## config.mk

```make
export PLATFORM = sky130hd
export DESIGN_NAME = rmiiRxFormatter
export DESIGN_NICKNAME = d
export VERILOG_FILES = /design/src/rtl/rmiiFmtPkg.sv /design/src/rtl/rmiiFmtCtrl.sv /design/src/rtl/rmiiFmtDatapath.sv /design/src/rtl/rmiiErrPulse.sv /design/src/rtl/rmiiRxFormatter.sv
export SDC_FILE = /design/constraint.sdc
export NUM_CORES = 1
export LEC_CHECK = 0
export BUFFER_PORTS_ARGS = -buffer_cell sky130_fd_sc_hd__buf_2
export CAP_MARGIN = 5
export CORE_MARGIN = 2
export CORE_UTILIZATION = 50
export DETAILED_ROUTE_END_ITERATION = 8
export GPL_TIMING_DRIVEN = 0
export PLACE_DENSITY = 0.81
export SKIP_CTS_REPAIR_TIMING = 1
export SYNTH_ARGS = -nofsm -noshare
export SYNTH_HDL_FRONTEND = slang
export SYNTH_SLANG_ARGS = --single-unit
```

## constraint.sdc

```tcl
create_clock -name clk -period 4 [get_ports clk]
set_input_delay 0.8 -clock clk [delete_from_list [all_inputs] [get_ports clk]]
set_output_delay 0.8 -clock clk [all_outputs]
set_load 0.01 [all_outputs]
```

## src/rtl/rmiiFmtPkg.sv

```systemverilog
package rmiiFmtPkg;

  typedef enum logic [1:0] {
    ST_IDLE = 2'd0,
    ST_PRE  = 2'd1,
    ST_DATA = 2'd2
  } fmtState_t;

  // Strobes from control to datapath; at most one of the first four is set,
  // byteDone only accompanies shift.
  typedef struct packed {
    logic clear;
    logic preamble;
    logic sfdHit;
    logic shift;
    logic byteDone;
  } fmtStrobe_t;

  localparam logic [1:0] PRE_DIBIT = 2'b01;
  localparam logic [1:0] SFD_DIBIT = 2'b11;

endpackage

```

## src/rtl/rmiiFmtCtrl.sv

```systemverilog
module rmiiFmtCtrl
  import rmiiFmtPkg::*;
#(
  parameter int BYTE_W  = 8,
  parameter int DIBIT_W = 2
) (
  input  logic               clk,
  input  logic               rstN,
  input  logic [DIBIT_W-1:0] rxd,
  input  logic               crsDv,
  output fmtStrobe_t         strobe
);

  localparam int DIBITS = BYTE_W / DIBIT_W;
  localparam int CNT_W  = (DIBITS > 1) ? $clog2(DIBITS) : 1;
  localparam logic [CNT_W-1:0] LAST = CNT_W'(DIBITS - 1);

  fmtState_t        state, stateNxt;
  logic [CNT_W-1:0] cnt;
  logic             prevPre;
  logic             sfdSeen;

  assign sfdSeen = crsDv && prevPre && (rxd == DIBIT_W'(SFD_DIBIT));

  always_comb begin
    stateNxt = state;
    strobe   = '0;
    unique case (state)
      ST_IDLE: begin
        if (crsDv) begin
          stateNxt        = ST_PRE;
          strobe.preamble = 1'b1;
        end else begin
          strobe.clear = 1'b1;
        end
      end
      ST_PRE: begin
        if (!crsDv) begin
          stateNxt     = ST_IDLE;
          strobe.clear = 1'b1;
        end else if (sfdSeen) begin
          stateNxt      = ST_DATA;
          strobe.sfdHit = 1'b1;
        end
      end
      ST_DATA: begin
        if (!crsDv) begin
          stateNxt     = ST_IDLE;
          strobe.clear = 1'b1;
        end else begin
          strobe.shift    = 1'b1;
          strobe.byteDone = (cnt == LAST);
        end
      end
      default: begin
        stateNxt     = ST_IDLE;
        strobe.clear = 1'b1;
      end
    endcase
  end

  always_ff @(posedge clk or negedge rstN) begin
    if (!rstN) begin
      state   <= ST_IDLE;
      cnt     <= '0;
      prevPre <= 1'b0;
    end else begin
      state   <= stateNxt;
      prevPre <= crsDv && (rxd == DIBIT_W'(PRE_DIBIT));
      if (strobe.shift) cnt <= cnt + 1'b1;
      else              cnt <= '0;
    end
  end

  p_strobe_excl_r3: assert property (@(posedge clk) disable iff (!rstN)
    $onehot0({strobe.clear, strobe.preamble, strobe.sfdHit, strobe.shift}));

  p_done_spacing_r5: assert property (@(posedge clk) disable iff (!rstN)
    strobe.byteDone |=> !strobe.byteDone);

  p_done_needs_shift_r5: assert property (@(posedge clk) disable iff (!rstN)
    strobe.byteDone |-> strobe.shift && crsDv);

endmodule

```

## src/rtl/rmiiFmtDatapath.sv

```systemverilog
module rmiiFmtDatapath
  import rmiiFmtPkg::*;
#(
  parameter int BYTE_W  = 8,
  parameter int DIBIT_W = 2
) (
  input  logic               clk,
  input  logic               rstN,
  input  logic [DIBIT_W-1:0] rxd,
  input  fmtStrobe_t         strobe,
  output logic [BYTE_W-1:0]  byteBus,
  output logic               byteValid,
  output logic               frameGate
);

  localparam int SH_W = BYTE_W - DIBIT_W;
  localparam logic [BYTE_W-1:0] FLAG_CARRIER = BYTE_W'(1);
  localparam logic [BYTE_W-1:0] FLAG_SFD     = BYTE_W'(3);

  logic [SH_W-1:0]   shiftReg;
  logic [BYTE_W-1:0] assembled;

  assign assembled = {rxd, shiftReg};

  always_ff @(posedge clk or negedge rstN) begin
    if (!rstN) begin
      shiftReg  <= '0;
      byteBus   <= '0;
      byteValid <= 1'b0;
      frameGate <= 1'b0;
    end else begin
      byteValid <= 1'b0;
      if (strobe.clear) begin
        byteBus   <= '0;
        frameGate <= 1'b0;
      end else if (strobe.preamble) begin
        byteBus <= FLAG_CARRIER;
      end else if (strobe.sfdHit) begin
        byteBus <= FLAG_SFD;
      end else if (strobe.shift) begin
        shiftReg <= assembled[BYTE_W-1:DIBIT_W];
        if (strobe.byteDone) begin
          byteBus   <= assembled;
          byteValid <= 1'b1;
          frameGate <= 1'b1;
        end
      end
    end
  end

  p_valid_pulse_r6: assert property (@(posedge clk) disable iff (!rstN)
    byteValid |=> !byteValid);

  p_clear_closes_r7: assert property (@(posedge clk) disable iff (!rstN)
    strobe.clear |=> !frameGate && (byteBus == '0));

endmodule

```

## src/rtl/rmiiErrPulse.sv

```systemverilog
module rmiiErrPulse (
  input  logic clk,
  input  logic rstN,
  input  logic rxEr,
  output logic errPulse
);

  logic errQ;

  always_ff @(posedge clk or negedge rstN) begin
    if (!rstN) begin
      errQ     <= 1'b0;
      errPulse <= 1'b0;
    end else begin
      errQ     <= rxEr;
      errPulse <= rxEr && !errQ;
    end
  end

  p_err_single_r9: assert property (@(posedge clk) disable iff (!rstN)
    errPulse |=> !errPulse);

  p_err_follows_r9: assert property (@(posedge clk) disable iff (!rstN)
    errPulse |-> $past(rxEr));

endmodule

```

## src/rtl/rmiiRxFormatter.sv

```systemverilog
module rmiiRxFormatter
  import rmiiFmtPkg::*;
#(
  parameter int BYTE_W  = 8,
  parameter int DIBIT_W = 2
) (
  input  logic               clk,
  input  logic               rstN,
  input  logic [DIBIT_W-1:0] rxd,
  input  logic               crsDv,
  input  logic               rxEr,
  output logic [BYTE_W-1:0]  byteBus,
  output logic               byteValid,
  output logic               frameGate,
  output logic               errPulse
);

  fmtStrobe_t strobe;

  rmiiFmtCtrl #(.BYTE_W(BYTE_W), .DIBIT_W(DIBIT_W)) i_ctrl (
    .clk    (clk),
    .rstN   (rstN),
    .rxd    (rxd),
    .crsDv  (crsDv),
    .strobe (strobe)
  );

  rmiiFmtDatapath #(.BYTE_W(BYTE_W), .DIBIT_W(DIBIT_W)) i_dp (
    .clk       (clk),
    .rstN      (rstN),
    .rxd       (rxd),
    .strobe    (strobe),
    .byteBus   (byteBus),
    .byteValid (byteValid),
    .frameGate (frameGate)
  );

  rmiiErrPulse i_err (
    .clk      (clk),
    .rstN     (rstN),
    .rxEr     (rxEr),
    .errPulse (errPulse)
  );

  p_valid_in_gate_r6: assert property (@(posedge clk) disable iff (!rstN)
    byteValid |-> frameGate);

  p_carrier_loss_r7: assert property (@(posedge clk) disable iff (!rstN)
    !crsDv |=> !frameGate && !byteValid && (byteBus == '0));

endmodule

```

; ---- After elaboration in Yosys (flattened, before gate mapping)
; Index checks and enable logic that the tools add are counted.
[totals]
regBits = 23
out_inout_bits = 11
elab_cells = 68
[classes]
add_sub_neg = 1
eq_ne = 10
n_mux = 30
bitwise_logic = 3
reduce_logical = 15
[op_table]
columns = cell, count
row1 = $mux W8, 5
row2 = $mux W1, 17
row3 = $mux W2, 7
row4 = $reduce_and A4 Y1, 2
row5 = $reduce_bool A4 Y1, 2
row6 = $eq A2 B2 Y1 const B, 3
row7 = $pmux W2 S3, 1
row8 = $eq A2 B1 Y1 const B, 2
row9 = $logic_and A1 B1 Y1, 4
row10 = $ne A2 B1 Y1 const B, 2
row11 = $ne A2 B2 Y1 const B, 2
row12 = $reduce_bool A2 Y1, 2
row13 = $ne A3 B2 Y1 const B, 1
row14 = $not A1 Y1, 3
row15 = $reduce_and A3 Y1, 1
row16 = $reduce_or A3 Y1, 1
row17 = $add A2 B1 Y2 const B, 1
row18 = $logic_not A2 Y1, 1
row19 = $reduce_and A2 Y1, 1
row20 = $logic_not A1 Y1, 1

; ---- Logic depth before layout (Yosys ltp)
; Gate-level depths: netlist of run 1.
[logic_depth]
depth_word = 8
ltp_mapped = 5

; ---- Modules after synthesis
; Synthesis of run 1 repeated with hierarchy kept, for this count alone.
[unflattened]
hier_cells = 76
hier_area_um2 = 969.7
[modules_own_cells]
columns = module, instances, cells_per_inst, area_per_inst_um2, seq_area_each_um2
row1 = rmiiFmtDatapath, 1, 51, 674.4, 400.4
row2 = rmiiFmtCtrl, 1, 22, 231.5, 125.1
row3 = rmiiErrPulse, 1, 3, 63.8, 50.0

; ---- Worst setup path after synthesis of run 1
; No wires, ideal clock.
[synth_path]
path_kind = input-to-reg
from = in crsDv
to = reg i_dp.byteBus[1]
setup_time_ns = 0.126
arrival_time_ns = 1.433
setup_slack_ns = 2.441
cell_stages = 3
path_buffers = 1
cell_sequence = and4b_1 -> buf_6 -> a221o_1
[synth_via]
elab_chain_cells = 8
elab_cells_between_ends = 17
cone_classes = 12 x mux / 5 x reduce/logical
[synth_rtl]
columns = item, line
row1 = start: declaration, rmiiRxFormatter.sv:10  ; input logic crsDv,
row2 = $logic_and A1 B1 Y1 (2 in a row), rmiiFmtCtrl.sv:23  ; assign sfdSeen = crsDv && prevPre && (rxd == DIBIT_W'(SFD_DIBIT));
row3 = $mux W1, rmiiFmtCtrl.sv:41  ; end else if (sfdSeen) begin
row4 = $mux W1, rmiiFmtCtrl.sv:38  ; if (!crsDv) begin
row5 = $mux W1, rmiiFmtCtrl.sv:28  ; unique case (state)
row6 = $mux W8, rmiiFmtDatapath.sv:38  ; end else if (strobe.sfdHit) begin
row7 = $mux W8, rmiiFmtDatapath.sv:36  ; end else if (strobe.preamble) begin
row8 = $mux W8, rmiiFmtDatapath.sv:33  ; if (strobe.clear) begin
row9 = end signal: assignment, rmiiFmtDatapath.sv:43  ; byteBus <= assembled;
row10 = end: declaration, rmiiFmtDatapath.sv:11  ; output logic [BYTE_W-1:0] byteBus,
; Parallel ways exist; a longest one is shown, timed or not.
; A chain may end at the register's enable or synchronous reset.

; ---- Worst setup path in the final report of run 1
[layout_path]
from = reg i_dp.byteBus[1]
to = out byteBus[1]
[layout_lines]
columns = item, line
row1 = end: declaration, rmiiRxFormatter.sv:12  ; output logic [BYTE_W-1:0] byteBus,
; No word-level cell between the ends.

==> results_dict.tcl, run 1 <==
set metrics [dict create \
    status "complete, no violations" \
    synth.net_count 77 \
    synth_cell_type_count 20 \
    drive_gt1_share_pct 30.0 \
    drc 0 \
    switchingPower_mw 0.0786 \
    min_path_type "flip-flop to flip-flop" \
    io_pins 17 \
    grt_pass1_wl_um 2330 \
    drt_iter0_markers 13 \
    cts_tree "done" \
    die_h_um 46.4 \
    netlist.area_leader.share_pct 64.2 \
    top_layer_used "met4" \
    slew_viol_final 0 \
    cts.sinks 23 \
    crit_path_top_delay_cell "dfrtp_1" \
    yosysTopAreaCell "dfrtp_1" \
    synth_edf_count 0 \
    area_growth_pct 15.3 \
    seq_power_share_pct 66.4 \
    synth_flop_cell "dfrtp_1" \
    syn_avg_cell_area_um2 12.8 \
    syn_area_um2 897 \
    endpoint "byteBus[1]" \
    max_stage_delay_ns 0.40 \
    wl_met1_um 692 \
    vias 585 \
    fin_crit_ns 1.64 \
    drt_pre_antenna_iters 4 \
    power.internal_mw 0.283 \
    finalSetupTns_ns 0 \
    grtUsageTotal_pct 16.3 \
    clockBufferDepth 2 \
    worstSetupPathType "flip-flop to output pin" \
    final_cells 115 \
    synthTopCellsByCount "23 x dfrtp_1, 11 x nor2_1, 6 x mux2_2, 6 x mux2i_1, 5 x nand2_1" \
    maxSlewHeadroom_pct 66.9 \
    cp_num_buf_inv 1 \
    path_depth 1 \
    clock-skew-final_ns 0.00130 \
    yosysSeqAreaShare_pct 64.2 \
    grt-ovfl-total 0 \
    worstPathArrival_ns 0.84 \
    grt_start_max_net_pins 24 \
    reg2regPathDepth 4 \
    hold_slack_ns 0.408 \
    drt-total-wl_um 1470 \
    setup_viol 0 \
    fp.dieW_um 46.4 \
    fp-row-count 15 \
    via_per_inst 5.09 \
    path_cells "buf_2" \
    gp_congestion 0.812 \
    end_kind "output pin" \
    placed_cells 111 \
    die_area_um2 2150 \
    wl_met2_um 678 \
    cpLargestDelayFamily "flip-flops" \
    ctsRootBufferMaster "clkbuf_4" \
    postSynthCellCount 70 \
    cp_max_fo 2 \
    drv_cap 0 \
    yosysMostFrequentCell "dfrtp_1" \
    r2r-end "i_dp.byteBus[1]" \
    r2r_setup_slack_ns 2.57 \
    p_clk_share_pct 28.4 \
    portBuffers 16 \
    period_share_pct 41.0 \
    cts_buffers 3 \
    synth_seq_cells 23 \
    grt_setup_unrepaired "false" \
    dp_hpwl_um 1040 \
    antenna_found_initial 0 \
    swShare_pct 21.8 \
    fill_cells 152 \
    start_kind "flip-flop" \
    total_leakage_power_nw 0.529 \
    fmax_ghz 0.610 \
    cts_max_level 1 \
    synth_warnings 0 \
    synth_async_sr_flop_share_pct 100 \
    synth_area_leaders "dfrtp_1 64%, mux2_2 7.5%, mux2i_1 6.7%, nor2_1 4.6%, nand2_1 2.1%" \
    worstSkewPairLatency_ns 0.30 \
    pwr-share-comb_pct 5.2 \
    grt_pass1_vias 513 \
    peakVddDrop_mv 0.278 \
    crit_start "i_dp.byteBus[1]" \
    power.density_nw_per_um2 349 \
    wl_met3_um 68 \
    clk_pin_slew_ns 0.11 \
    final_net_count 98 \
    r2r_start "i_ctrl.cnt[0]" \
    cp_data_required_time_ns 3.20 \
    start_util_pct 52.5 \
    wl_per_cell_um 12.7 \
    hold_viol 0 \
    core_um2 1710 \
    tightestPinTransition_ns 0.496 \
    diodes 0 \
    antenna_left 0 \
]
[per-layer routing]
metal | vias to the layer above | GRT usage (%)
met5 | - | 0
met4 | 0 | 8.57
met3 | 4 | 4.71
met2 | 17 | 25.6
li1 | 284 | -
met1 | 280 | 20.4
[registers in the layout, summed over array words and instances, names as in the netlist]
signal and flops:
i_err.errPulse 1, i_dp.byteValid 1, i_err.errQ 1, i_ctrl.state 2, i_dp.byteBus 8, i_dp.shiftReg 6, i_dp.frameGate 1, i_ctrl.cnt 2
i_ctrl.prevPre 1
[layout by cell type (no fill, tap or decap), drive strengths merged]
cell type,instances
and4b,1
dfrtp,23
clkbuf,4
mux2i,6
buf,18
nand2b,1
nand3,1
mux2,6
nand2,5
a221o,1
nor2b,1
a21oi,2
and3,1
ha,1
o21ai,3
nand3b,2
o21a,1
inv,1
a32o,1
nor2,11
[final cells by class]
type / count / area, um2 / area share, %
flip-flops and latches: 23 / 576 / 55.6
repair buffers: 16 / 80.1 / 7.74
multi-input cells: 44 / 302 / 29.1
well taps: 25 / 31.3 / 3.02
clock buffers: 4 / 26.3 / 2.54
plain buffers: 2 / 16.3 / 1.57
inverters: 1 / 3.75 / 0.363
[worst min path at each step]
stage / cells past startpoint / slack (ns) / startpoint / endpoint
after floorplan: 1 / 0.38 / i_err.errQ / i_err.errPulse
after global placement: 1 / 0.38 / i_err.errQ / i_err.errPulse
after detailed placement: 1 / 0.40 / i_err.errQ / i_err.errPulse
after CTS: 1 / 0.42 / i_err.errQ / i_err.errPulse
after global routing: 1 / 0.42 / i_err.errQ / i_err.errPulse
final: 1 / 0.41 / i_err.errQ / i_err.errPulse
[worst register-to-register path, cell delays in order (launching register included)]
cell	delay, ns
dfrtp_1	0.41
ha_1	0.24
and4b_1	0.19
buf_6	0.14
a221o_1	0.33
[through the flow]
step / worst slack (ns) / power, mW / instance area [um2] / utilization, %
floorplan: 2.44 / 0.251 / 897 / -
global placement: 2.23 / 0.262 / 1010 / 59.0
detailed placement: 2.22 / 0.264 / 1010 / 59.0
CTS: 2.34 / 0.364 / 1030 / 60.6
global route: 2.31 / 0.378 / 1030 / 60.6
finish: 2.36 / 0.361 / 1030 / 60.6
[kinds of logic after synthesis]
logic type                 synth area share [%]
and+or+nand+nor                            12.1
adders and majority gates                  1.39
muxes                                      14.2
buffers and inverters                      2.23
DFF                                        64.2
AOI/OAI and AO/OA                          5.86
[power by group through the flow]
stage | combinational [mW] | sequential (mW) | clock [mW]
after CTS | 0.0195 | 0.240 | 0.104
final | 0.0188 | 0.240 | 0.102
after detailed placement | 0.0192 | 0.245 | 0
after global placement | 0.0184 | 0.244 | 0
after floorplan | 0.00678 | 0.245 | 0
after global routing | 0.0215 | 0.241 | 0.116
No activity file was read; power rests on OpenSTA's default activity.
==> run 2: changes to the inputs <==
--- a/config.mk
+++ b/config.mk
@@ -8,10 +8,10 @@
 export BUFFER_PORTS_ARGS = -buffer_cell sky130_fd_sc_hd__buf_2
 export CAP_MARGIN = 5
 export CORE_MARGIN = 2
-export CORE_UTILIZATION = 50
+export CORE_UTILIZATION = 47
 export DETAILED_ROUTE_END_ITERATION = 8
 export GPL_TIMING_DRIVEN = 0
-export PLACE_DENSITY = 0.81
+export PLACE_DENSITY = 0.8
 export SKIP_CTS_REPAIR_TIMING = 1
 export SYNTH_ARGS = -nofsm -noshare
 export SYNTH_HDL_FRONTEND = slang
==> constraint.sdc (replaced) <==
create_clock -name clk -period 1.5 [get_ports clk]
set_input_delay 0.3 -clock clk [delete_from_list [all_inputs] [get_ports clk]]
set_output_delay 0.3 -clock clk [all_outputs]
set_load 0.01 [all_outputs]
==> run 2 against run 1 <==
Via count down 1.7%. Wire length down 3.7%. Cell count up 0.87%. Non-clock buffer count up 1. Clock skew up 0.0027 ns. Clock power rose to 2.7 times the previous value. Hold slack worse by 0.31 ns. Utilization down 1.4 points. Design area up 0.97%. Global-route usage down 0.064 points. Critical endpoint is now i_dp.byteBus[1].
==> results_dict.tcl, run 2 (synthesis gave the netlist of run 1 again) <==
set metrics [dict create \
    status "complete, no violations" \
    cpLargestDelayFamily "flip-flops" \
    dp_hpwl_um 1040 \
    wl_met3_um 63 \
    r2r-end "i_dp.byteBus[1]" \
    cp_max_fo 8 \
    clockBufferDepth 2 \
    holdPathStages 1 \
    setup_ws_ns 0.0602 \
    drv_cap 0 \
    maxSlewHeadroom_pct 67.2 \
    area_growth_pct 16.5 \
    die_h_um 47.7 \
    hold_slack_ns 0.0978 \
    end_kind "flip-flop" \
    drc 0 \
    cts_buffers 3 \
    wl_met2_um 674 \
    power.density_nw_per_um2 927 \
    clock-skew-final_ns 0.00398 \
    vias 575 \
    cts_max_level 1 \
    setup_viol 0 \
    top_register "i_dp.byteBus" \
    period_share_pct 96.0 \
    peakVddDrop_mv 0.527 \
    io_pins 17 \
    slew_viol_final 0 \
    r2r_start "i_ctrl.cnt[0]" \
    cp_num_buf_inv 1 \
    max_stage_delay_ns 0.41 \
    drt-total-wl_um 1410 \
    worstPathArrival_ns 1.64 \
    hold_viol 0 \
    drt_pre_antenna_iters 4 \
    reg2regPathDepth 4 \
    final_cell_mix "23 x dfrtp_1, 17 x buf_2, 11 x nor2_1, 6 x mux2_2, 6 x mux2i_1" \
    tightestPinTransition_ns 0.492 \
    grt_start_max_net_pins 24 \
    worstSetupPathType "flip-flop to flip-flop" \
    cts.sinks 23 \
    grt_pass1_wl_um 2410 \
    start_kind "flip-flop" \
    drt_iter0_markers 8 \
    wl_per_cell_um 12.2 \
    r2r_setup_slack_ns 0.06 \
    grt_setup_unrepaired "false" \
    hold_start "rxEr" \
    largest_register_ff_count 8 \
    finalSetupTns_ns 0 \
    fill_cells 168 \
    start_util_pct 50.9 \
    die_area_um2 2270 \
    ctsRootBufferMaster "clkbuf_4" \
    min_path_type "input pin to flip-flop" \
    fp.dieW_um 47.7 \
    layout_commonest_cell "dfrtp_1" \
    cp_data_required_time_ns 1.70 \
    crit_path_top_delay_cell "dfrtp_1" \
    grt-ovfl-total 0 \
    placed_cells 111 \
    antenna_found_initial 0 \
    fp-row-count 15 \
    fin_crit_ns 1.44 \
    diodes 0 \
    via_per_inst 4.96 \
    hold_end "i_err.errQ" \
    worstSkewPairLatency_ns 0.31 \
    path_cells "ha_1 -> and4b_1 -> buf_6 -> a221o_1" \
    gp_congestion 0.654 \
    power_mw 0.968 \
    core_um2 1760 \
    antenna_left 0 \
    cts_tree "done" \
    grt_pass1_vias 541 \
    clk_pin_slew_ns 0.12 \
    final_cells 116 \
    fmax_ghz 0.695 \
    drive_gt1_share_pct 29.7 \
    total_leakage_power_nw 0.533 \
    portBuffers 16 \
    top_layer_used "met4" \
    grtUsageTotal_pct 16.3 \
    final_net_count 99 \
    largestRegisters "i_dp.byteBus x8, i_dp.shiftReg x6" \
    wl_met1_um 640 \
    dpl_worst_slack_ns 0.0746 \
]
[run 2: changes by cell type in the layout (fill, tap and decap cells not counted), sizes merged]
cell         previous run  this run
dlygate4sd3             0         1
[run 2: routing by layer]
metal	vias up	track usage (%)
met5	-	0
met2	16	24.0
met3	4	3.40
met4	0	11.4
met1	273	21.4
li1	282	-
[run 2: cell type report]
cell class              count  area [um2]  share of cell area (%)
multi-input cells          44         302                    28.9
repair buffers             17        90.1                    8.62
flip-flops and latches     23         576                    55.1
inverters                   1        3.75                   0.359
clock buffers               4        26.3                    2.51
plain buffers               2        16.3                    1.56
well taps                  25        31.3                    2.99
[run 2: power by group]
part | switching [mW] | leakage [nW] | internal [mW]
clock network | 0.174 | 0.0150 | 0.104
logic | 0.0310 | 0.204 | 0.0199
registers | 0.00843 | 0.313 | 0.632
[run 2: worst max path at each step]
stage                              from              end  slack [ns]  cells past startpoint
after global routing      i_ctrl.cnt[0]  i_dp.byteBus[1]       0.006                      4
after floorplan           i_ctrl.cnt[0]  i_dp.byteBus[1]        0.16                      4
after CTS                 i_ctrl.cnt[0]  i_dp.byteBus[1]        0.05                      4
after global placement    i_ctrl.cnt[0]  i_dp.byteBus[1]        0.10                      4
final                     i_ctrl.cnt[0]  i_dp.byteBus[1]        0.06                      4
after detailed placement  i_ctrl.cnt[0]  i_dp.byteBus[1]        0.07                      4
[run 2: metrics by stage]
step / util [%] / instance area (um2)
2_1_floorplan: - / 897
3_3_place_gp: 57.2 / 1010
3_5_place_dp: 57.2 / 1010
4_1_cts: 58.7 / 1030
5_1_grt: 59.2 / 1040
6_report: 59.2 / 1040
==> run 3: changes to the inputs <==
--- a/config.mk
+++ b/config.mk
@@ -5,13 +5,14 @@
 export SDC_FILE = /design/constraint.sdc
 export NUM_CORES = 1
 export LEC_CHECK = 0
+export ABC_AREA = 1
 export BUFFER_PORTS_ARGS = -buffer_cell sky130_fd_sc_hd__buf_2
 export CAP_MARGIN = 5
 export CORE_MARGIN = 2
-export CORE_UTILIZATION = 47
+export CORE_UTILIZATION = 26
 export DETAILED_ROUTE_END_ITERATION = 8
 export GPL_TIMING_DRIVEN = 0
-export PLACE_DENSITY = 0.8
+export PLACE_DENSITY = 0.53
 export SKIP_CTS_REPAIR_TIMING = 1
 export SYNTH_ARGS = -nofsm -noshare
 export SYNTH_HDL_FRONTEND = slang
==> run 3 against run 2 <==
Combinational power is 120% higher. Sequential cell count unchanged. Register-to-register slack better by 0.07 ns. Critical path type unchanged.
==> results_dict.tcl, run 3 <==
set metrics [dict create \
    fin_crit_ns 1.37 \
    end_kind "flip-flop" \
    fp.dieW_um 64.6 \
    largest_register_ff_count 8 \
    netlist.area_leader.share_pct 60.2 \
    syn_area_um2 956 \
    cp_max_fo 9 \
    worstPathArrival_ns 1.53 \
    crit_path_top_delay_cell "dfrtp_1" \
    synth_top_family_by_area "simple AND/OR/NAND/NOR gates" \
    synth_cell_type_count 18 \
    seq_power_share_pct 58.2 \
    finalSetupTns_ns 0 \
    worstSkewPairLatency_ns 0.26 \
    syn_avg_cell_area_um2 9.46 \
    grt-ovfl-total 0 \
    synth_flop_cell "dfrtp_1" \
    maxSlewHeadroom_pct 65.7 \
    synthAdderAreaFrac_pct 1.31 \
    yosys.area_share.simple_pct 28.9 \
    crit_top_cell "nand2_1" \
    yosysTopAreaCell "dfrtp_1" \
    synth_seq_cells 23 \
    worstSetupPathType "flip-flop to flip-flop" \
    yosysSeqAreaShare_pct 60.2 \
    cts_tree "done" \
    synth-xor-area-share_pct 0 \
    drt-total-wl_um 1690 \
    synth.net_count 108 \
    start_kind "flip-flop" \
    drv_cap 0 \
    synth_area_leaders "dfrtp_1 60%, nand2_1 12%, nand3_1 8.9%, inv_1 3.9%, nor2_1 2.4%" \
    portBuffers 16 \
    final_net_count 129 \
    ctsRootBufferMaster "clkbuf_8" \
    tightestPinTransition_ns 0.514 \
    drc 0 \
    slew_viol_final 0 \
    largestRegisters "i_dp.byteBus x8, i_dp.shiftReg x6" \
    total_leakage_power_nw 0.637 \
    postSynthCellCount 101 \
    period_share_pct 91.0 \
    stdcell_area_um2 1140 \
    area_growth_pct 19.5 \
    fmax_ghz 0.732 \
    dpl_cell_area_um2 1100 \
    grt_setup_unrepaired "false" \
    synth_edf_count 0 \
    synth_compound_area_share_pct 3.66 \
    die_h_um 64.6 \
    synth_async_sr_flop_share_pct 100 \
    synthMuxAreaShare_pct 0 \
    antenna_left 0 \
    min_path_type "input pin to async pin" \
    clock-skew-final_ns 0.00347 \
    synth_warnings 0 \
    dp_hpwl_um 1270 \
    fp-row-count 22 \
    setup_viol 0 \
    cts_buffers 3 \
    diodes 0 \
    gp_congestion 0.732 \
    status "complete, no violations" \
    peakVddDrop_mv 0.282 \
    cpLargestDelayFamily "simple AND/OR/NAND/NOR gates" \
    grtUsageTotal_pct 9.57 \
    io_pins 17 \
    power.density_nw_per_um2 1020 \
    vias 694 \
    layout_commonest_cell "nand2_1" \
    final_cell_mix "30 x nand2_1, 23 x dfrtp_1, 17 x nand3_1, 16 x buf_2, 10 x inv_1" \
    grt_pass1_wl_um 3110 \
    synthTopCellsByCount "30 x nand2_1, 23 x dfrtp_1, 17 x nand3_1" \
    drt_iter0_markers 55 \
    cp_num_buf_inv 0 \
    power.internal_mw 0.880 \
    swShare_pct 24.4 \
    grt_start_max_net_pins 24 \
    clockBufferDepth 2 \
    cp_data_required_time_ns 1.66 \
    start_util_pct 26.5 \
    max_stage_delay_ns 0.38 \
    antenna_found_initial 0 \
    path_cells "ha_1 -> nand2_1 -> nor2_2 -> nor2_4 -> nand2_4 -> nand2_1 -> nand2_1" \
    p_clk_share_pct 32.3 \
    via_per_inst 4.11 \
    die_area_um2 4180 \
    core_um2 3610 \
    switchingPower_mw 0.285 \
    cts_max_level 1 \
    top_register "i_dp.byteBus" \
    drt_pre_antenna_iters 4 \
    cts.sinks 23 \
    wl_per_cell_um 9.99 \
    pwr-share-comb_pct 9.5 \
    hold_viol 0 \
    yosysMostFrequentCell "nand2_1" \
    grt_pass1_vias 701 \
    clk_pin_slew_ns 0.08 \
    drive_gt1_share_pct 23.1 \
]
## run 3: worst paths after layout
check / startpoint / to / slack [ns] / cells after the start
min: rstN / i_dp.frameGate / 0.005 / 1
max in group asynchronous: rstN / i_dp.shiftReg[0] / 1.15 / 1
max reg2reg: i_ctrl.cnt[0] / i_dp.byteBus[1] / 0.13 / 7
min reg2reg: i_err.errQ / i_err.errPulse / 0.40 / 1
min in group clk: rxEr / i_err.errQ / 0.15 / 1
max: i_ctrl.cnt[0] / i_dp.byteBus[1] / 0.13 / 7
## run 3: logic make-up (layout without fill, tap and decap cells)
logic type	Yosys count	after routing
buffers and inverters	12	32
AOI/OAI and AO/OA	6	6
adders and majority gates	1	1
and+or+nand+nor	59	59
DFF	23	23
## run 3: layer usage
| metal | GRT usage [%] | vias to the layer above | share of wire, % |
|---|---|---|---|
| li1 | - | 360 | - |
| met1 | 12.3 | 321 | 51 |
| met4 | 3.19 | 0 | 0.24 |
| met2 | 15.6 | 11 | 44 |
| met5 | 0 | - | 0 |
| met3 | 2.60 | 2 | 5.0 |
## run 3: power groups by stage
stage / Combinational, mW / Sequential, mW / Clock, mW
after detailed placement: 0.114 / 0.691 / 0
after floorplan: 0.0661 / 0.691 / 0
final: 0.111 / 0.678 / 0.377
after global placement: 0.112 / 0.690 / 0
after global routing: 0.131 / 0.684 / 0.421
after CTS: 0.114 / 0.678 / 0.392
## run 3: area by class of cell
class                   instances  area [um2]
plain buffers                   2        18.8
multi-input cells              66         324
clock inverters                 1        5.00
inverters                      10        37.5
clock buffers                   3        41.3
repair buffers                 16        80.1
fillers                       400        2460
flip-flops and latches         23         576
well taps                      48        60.1
## run 3: through the flow
| stage | utilization (%) | std cells | hold slack (ns) | power (mW) | worst slack (ns) |
|---|---|---|---|---|---|
| after global routing | 31.7 | 169 | 0.0393 | 1.24 | 0.0261 |
| after detailed placement | 30.4 | 165 | 0.311 | 0.805 | 0.112 |
| after CTS | 31.7 | 169 | 0.0218 | 1.18 | 0.108 |
| final | 31.7 | 169 | 0.00475 | 1.16 | 0.135 |
| after global placement | 30.4 | 165 | 0.303 | 0.802 | 0.133 |
| after floorplan | - | 101 | 0.00441 | 0.757 | 0.266 |
